$ cat config.mk
export PLATFORM = sky130hd
export DESIGN_NAME = nmi_entry_unit
export DESIGN_NICKNAME = d
export VERILOG_FILES = /design/src/rtl/nmi_entry_pkg.sv /design/src/rtl/nmi_edge_latch.sv /design/src/rtl/nmi_entry_seq.sv /design/src/rtl/nmi_entry_unit.sv
export SDC_FILE = /design/constraint.sdc
export NUM_CORES = 1
export LEC_CHECK = 0
export BUFFER_PORTS_ARGS = -buffer_cell sky130_fd_sc_hd__buf_2
export CORE_UTILIZATION = 54
export DETAILED_ROUTE_END_ITERATION = 12
export HOLD_SLACK_MARGIN = 0.03
export PLACE_DENSITY_LB_ADDON = 0.05
export SETUP_SLACK_MARGIN = 0.05
export SYNTH_ARGS = -nofsm -noshare
export SYNTH_HDL_FRONTEND = slang
export SYNTH_SLANG_ARGS = --single-unit
$ cat constraint.sdc
create_clock -name clk -period 2.6 [get_ports clk]
set_input_delay 0.52 -clock clk [delete_from_list [all_inputs] [get_ports clk]]
set_output_delay 0.52 -clock clk [all_outputs]
set_load 0.01 [all_outputs]
$ cat src/rtl/nmi_entry_pkg.sv
package nmi_entry_pkg;

    localparam int ADDR_W = 16;
    localparam int DATA_W = 8;

    localparam logic [DATA_W-1:0] DEF_STACK_PAGE = 8'h01;
    localparam logic [ADDR_W-1:0] DEF_VECTOR_LO  = 16'hFFFA;

    typedef enum logic [2:0] {
        ST_IDLE     = 3'd0,
        ST_PUSH_PCH = 3'd1,
        ST_PUSH_PCL = 3'd2,
        ST_PUSH_PSR = 3'd3,
        ST_VEC_LO   = 3'd4,
        ST_VEC_HI   = 3'd5,
        ST_VEC_CAP  = 3'd6
    } seq_state_t;

    typedef struct packed {
        logic [ADDR_W-1:0] pc;
        logic [DATA_W-1:0] psr;
        logic [DATA_W-1:0] sp;
    } entry_ctx_t;

    typedef struct packed {
        logic              we;
        logic              rd;
        logic [ADDR_W-1:0] addr;
        logic [DATA_W-1:0] wdata;
    } bus_req_t;

    function automatic logic is_push(input seq_state_t st);
        return (st == ST_PUSH_PCH) || (st == ST_PUSH_PCL) || (st == ST_PUSH_PSR);
    endfunction

    function automatic logic [DATA_W-1:0] push_byte(input seq_state_t st,
                                                    input entry_ctx_t ctx);
        case (st)
            ST_PUSH_PCH: return ctx.pc[ADDR_W-1:DATA_W];
            ST_PUSH_PCL: return ctx.pc[DATA_W-1:0];
            default:     return ctx.psr;
        endcase
    endfunction

    function automatic seq_state_t step_state(input seq_state_t st);
        case (st)
            ST_PUSH_PCH: return ST_PUSH_PCL;
            ST_PUSH_PCL: return ST_PUSH_PSR;
            ST_PUSH_PSR: return ST_VEC_LO;
            ST_VEC_LO:   return ST_VEC_HI;
            ST_VEC_HI:   return ST_VEC_CAP;
            default:     return ST_IDLE;
        endcase
    endfunction

endpackage

$ cat src/rtl/nmi_edge_latch.sv
module nmi_edge_latch (
    input  logic clk,
    input  logic rst,
    input  logic nmi_n_i,
    input  logic take_i,
    output logic pending_o
);
    logic line_q;
    logic pend_q;
    logic fall;

    assign fall      = line_q & ~nmi_n_i;
    assign pending_o = pend_q;

    always_ff @(posedge clk) begin
        if (rst) begin
            line_q <= nmi_n_i;
            pend_q <= 1'b0;
        end else begin
            line_q <= nmi_n_i;
            pend_q <= fall | (pend_q & ~take_i);
        end
    end


    fall_sets_pending_chk: assert property (@(posedge clk) disable iff (rst)
        $fell(nmi_n_i) |=> pend_q);


    held_low_quiet_chk: assert property (@(posedge clk) disable iff (rst)
        (!pend_q && !nmi_n_i && !$past(nmi_n_i)) |=> !pend_q);


    pending_clear_chk: assert property (@(posedge clk) disable iff (rst)
        (take_i && nmi_n_i) |=> !pend_q);

endmodule

$ cat src/rtl/nmi_entry_seq.sv
module nmi_entry_seq
    import nmi_entry_pkg::*;
#(
    parameter logic [DATA_W-1:0] STACK_PAGE = DEF_STACK_PAGE,
    parameter logic [ADDR_W-1:0] VECTOR_LO  = DEF_VECTOR_LO
) (
    input  logic              clk,
    input  logic              rst,
    input  logic              boundary_i,
    input  logic              pending_i,
    input  logic [ADDR_W-1:0] pc_i,
    input  logic [DATA_W-1:0] psr_i,
    input  logic [DATA_W-1:0] sp_i,
    input  logic [DATA_W-1:0] rdata_i,
    output logic              take_o,
    output logic              busy_o,
    output bus_req_t          req_o,
    output logic              done_o,
    output logic [ADDR_W-1:0] new_pc_o,
    output logic [DATA_W-1:0] sp_o
);
    localparam logic [ADDR_W-1:0] VECTOR_HI = VECTOR_LO + 16'd1;

    seq_state_t        state_q;
    entry_ctx_t        ctx_q;
    logic [DATA_W-1:0] lo_q;
    logic [ADDR_W-1:0] npc_q;
    logic              done_q;

    assign take_o   = (state_q == ST_IDLE) && boundary_i && pending_i;
    assign busy_o   = (state_q != ST_IDLE);
    assign done_o   = done_q;
    assign new_pc_o = npc_q;
    assign sp_o     = ctx_q.sp;

    always_comb begin
        req_o = '0;
        if (is_push(state_q)) begin
            req_o.we    = 1'b1;
            req_o.addr  = {STACK_PAGE, ctx_q.sp};
            req_o.wdata = push_byte(state_q, ctx_q);
        end else if (state_q == ST_VEC_LO) begin
            req_o.rd   = 1'b1;
            req_o.addr = VECTOR_LO;
        end else if (state_q == ST_VEC_HI) begin
            req_o.rd   = 1'b1;
            req_o.addr = VECTOR_HI;
        end
    end

    always_ff @(posedge clk) begin
        if (rst) begin
            state_q <= ST_IDLE;
            ctx_q   <= '0;
            lo_q    <= '0;
            npc_q   <= '0;
            done_q  <= 1'b0;
        end else begin
            done_q <= 1'b0;
            case (state_q)
                ST_IDLE: begin
                    if (take_o) begin
                        ctx_q.pc  <= pc_i;
                        ctx_q.psr <= psr_i;
                        ctx_q.sp  <= sp_i;
                        state_q   <= ST_PUSH_PCH;
                    end
                end
                ST_PUSH_PCH, ST_PUSH_PCL, ST_PUSH_PSR: begin
                    ctx_q.sp <= ctx_q.sp - 8'd1;
                    state_q  <= step_state(state_q);
                end
                ST_VEC_LO: begin
                    state_q <= step_state(state_q);
                end
                ST_VEC_HI: begin
                    lo_q    <= rdata_i;
                    state_q <= step_state(state_q);
                end
                ST_VEC_CAP: begin
                    npc_q   <= {rdata_i, lo_q};
                    done_q  <= 1'b1;
                    state_q <= ST_IDLE;
                end
                default: state_q <= ST_IDLE;
            endcase
        end
    end


    start_gated_chk: assert property (@(posedge clk) disable iff (rst)
        $rose(busy_o) |-> $past(boundary_i && pending_i));


    stack_page_chk: assert property (@(posedge clk) disable iff (rst)
        req_o.we |-> (req_o.addr[ADDR_W-1:DATA_W] == STACK_PAGE));


    we_rd_excl_chk: assert property (@(posedge clk) disable iff (rst)
        !(req_o.we && req_o.rd));


    done_single_chk: assert property (@(posedge clk) disable iff (rst)
        done_o |=> !done_o);


    done_after_busy_chk: assert property (@(posedge clk) disable iff (rst)
        done_o |-> ($past(busy_o) && !busy_o));

endmodule

$ cat src/rtl/nmi_entry_unit.sv
module nmi_entry_unit
    import nmi_entry_pkg::*;
#(
    parameter logic [DATA_W-1:0] STACK_PAGE = DEF_STACK_PAGE,
    parameter logic [ADDR_W-1:0] VECTOR_LO  = DEF_VECTOR_LO
) (
    input  logic              clk,
    input  logic              rst,
    input  logic              nmi_n,
    input  logic              insn_boundary,
    input  logic [ADDR_W-1:0] cur_pc,
    input  logic [DATA_W-1:0] cur_status,
    input  logic [DATA_W-1:0] cur_sp,
    output logic [ADDR_W-1:0] bus_addr,
    output logic [DATA_W-1:0] bus_wdata,
    output logic              bus_we,
    output logic              bus_rd,
    input  logic [DATA_W-1:0] bus_rdata,
    output logic              busy,
    output logic              done,
    output logic [ADDR_W-1:0] vector_pc,
    output logic [DATA_W-1:0] stack_ptr
);
    logic     pending;
    logic     take;
    bus_req_t req;

    nmi_edge_latch u_latch (
        .clk       (clk),
        .rst       (rst),
        .nmi_n_i   (nmi_n),
        .take_i    (take),
        .pending_o (pending)
    );

    nmi_entry_seq #(
        .STACK_PAGE (STACK_PAGE),
        .VECTOR_LO  (VECTOR_LO)
    ) u_seq (
        .clk        (clk),
        .rst        (rst),
        .boundary_i (insn_boundary),
        .pending_i  (pending),
        .pc_i       (cur_pc),
        .psr_i      (cur_status),
        .sp_i       (cur_sp),
        .rdata_i    (bus_rdata),
        .take_o     (take),
        .busy_o     (busy),
        .req_o      (req),
        .done_o     (done),
        .new_pc_o   (vector_pc),
        .sp_o       (stack_ptr)
    );

    assign bus_addr  = req.addr;
    assign bus_wdata = req.wdata;
    assign bus_we    = req.we;
    assign bus_rd    = req.rd;

endmodule

==> reports/qor.yml <==
outcome: "finished, final reports clean"
drv_cap: 0
wl_per_cell_um: 12.3
setup_tns_ns: 0
cp.arrival_ns: 1.84
finalHoldViolations: 0
clock_path_buffers: 2
synthArstFlopShare_pct: 0
yosysMostFrequentCell: "nand2_1"
rsz0062_at_grt: "no"
met1_usage_pct: 31.1
setup_viol: 0
start_util_pct: 56.0
io_buffers: 95
cpMaxStageDelayCell: "nor2b_1"
area_growth_pct: 19.4
report.final.slew_viol_count: 0
maxSlewHeadroom_pct: 45.2
clk_latency_ns: 0.33
min_period_over_period_pct: 90.7
netlist_instances: 363
netlist.area_leader.share_pct: 43.7
cts_tree: "yes"
antenna_found_initial: 0
ys_seq_area_share_pct: 43.7
overflow: 0
routed_wl_um: 6270
ff2ff_setup_slack_ns: 0.61
crit_fanout: 11
place_congestion: 0.778
cpPeakStageDelay_ns: 0.58
fmaxAchievable_mhz: 424
dieWidth_um: 74.5
seq_area_mm2: 0.00124
ant_nets: 0
hold_class: "primary input to flip-flop"
skew_ns: 0.00664
post_dp_cell_area_mm2: 0.00320
ys_ff_latch: 62
synthDistinctLibCells: 42
io_pins: 96
rows: 26
power.density_mw_per_mm2: 619
nFillCells: 488
post_cts_buffers: 0
postSynthAreaPerCell_um2: 7.82
synth-edff-count: 0
design_area_mm2: 0.00339
vias: 2561
cts_buffers: 9
worstPathRequired_ns: 2.08
gr-usage-met3_pct: 4.74
leakage_nw: 1.49
grt_use_met2_pct: 38.7
finalPower_mw: 2.10
startpoint_type: "flip-flop"
hpwl_um: 4320
ys_top_cells_by_area: "dfxtp_1, nand2_1, a21oi_1"
layout.nets: 480
hold_depth: 1
clock_sinks: 62
routed_via_density: 5.02
grt_pass1_wl_um: 10100
drc: 0
worst_r2r_path_depth: 4
netlist_area_mm2: 0.00284
syn-num-nets: 408
grt_pass1_vias: 2243
crit_chain: "nor2b_1, a22oi_1, nor2_1, buf_2"
cp-end-kind: "output pin"
period_needed_ns: 2.36
drive_above_1_share_pct: 31.6
grt.total_usage_pct: 23.6
max_slew.worst_pin.slew_ns: 0.822
die_area_mm2: 0.00555
fp.coreArea_mm2: 0.00507
fp.dieH_um: 74.5
ir_worst_vdd_mv: 0.412
grt.busiest_layer: "met2"
htree_levels: 3
antenna_cells: 0
drtIter0Drc: 103
path_clk_slew_ns: 0.07
drt-pass1-iter-count: 6
place_ws_ns: 0.364
multiInputGateArea_mm2: 0.00132
clock-root-buffer: "clkbuf_8"
cts_hold_buf: 0
grt_max_degree: 44
setup_ws_ns: 0.241
crit_type: "flip-flop to output pin"
synth_top_area_cell: "dfxtp_1"
synthTopCellsByCount: "nand2_1, dfxtp_1, a21oi_1"
synthFlopType: "dfxtp_1"
synth_warnings: 0
## cell families after synthesis
logic type | count (synthesis) | synth area share, %
compound gates | 88 | 18.2
fa+ha+maj | 1 | 0.440
buf+inv | 48 | 10.0
flops | 62 | 43.7
mux | 8 | 3.17
simple gates | 156 | 24.4
## final timing paths
kind	startpoint	to
max reg2reg	u_seq.state_q[0]	u_seq.new_pc_o[1]
min	nmi_n	u_latch.line_q
max	u_seq.state_q[0]	bus_wdata[6]
min reg2reg	u_seq.new_pc_o[3]	u_seq.new_pc_o[3]
## where the power goes
part           leakage (nW)  internal (mW)  switching [mW]
registers             0.503          0.982          0.0393
logic                 0.896          0.130           0.160
clock network        0.0954          0.421           0.365
## critical path, delay by kind of cell (launching register included)
kind / cells / cell delay (ns)
AND/OR/NAND/NOR: 2 / 0.72
flip-flops: 1 / 0.47
AO/OA/AOI/OAI: 1 / 0.19
buffers and inverters: 1 / 0.14
## cell usage in the layout, fill, tap and decap left out, drive strengths merged, types with 2 or more instances in the layout
cell type	count
nand2	108
buf	103
dfxtp	62
a21oi	58
nor2	15
clkbuf	13
nand3	9
o21ai	9
mux2	8
a22oi	8
inv	6
and2	5
nor3	4
nor2b	3
a211oi	3
nand2b	3
nand3b	2
clkinv	2
## sequential cells by signal, indices dropped and copies added (netlist names)
| signal | count |
|---|---|
| u_seq.new_pc_o | 16 |
| u_seq.done_o | 1 |
| u_latch.line_q | 1 |
| u_seq.ctx_q | 24 |
| u_latch.pending_o | 1 |
| u_seq.lo_q | 8 |
| u_seq.sp_o | 8 |
| u_seq.state_q | 3 |
## timing repair
action,CTS,global route
endpoints found under the hold margin,0,0
gates resized for setup,1,1
setup endpoints to repair,1,8
## per-stage QoR
step / std cells / hold slack, ns / util [%]
floorplan: 363 / 0.432 / -
detailed placement: 494 / 0.445 / 63.1
global route: 510 / 0.293 / 66.8
global placement: 494 / 0.439 / 63.1
finish: 510 / 0.304 / 66.8
CTS: 510 / 0.293 / 66.8
## final cells by class
cell class                 instances  area share, %
multi-input combinational        253           38.8
sequential                        62           36.6
timing repair buffer             103           15.8
clock buffer                      13           4.98
tap                               70           2.58
inverter                           6          0.664
clock inverter                     3          0.517
## routing by layer
layer	part of all wire [%]	vias up
met1	45	1144
met5	0	-
met3	5.3	5
met2	49	72
li1	-	1340
met4	0.70	0
Power figures use the tool's default switching activity.
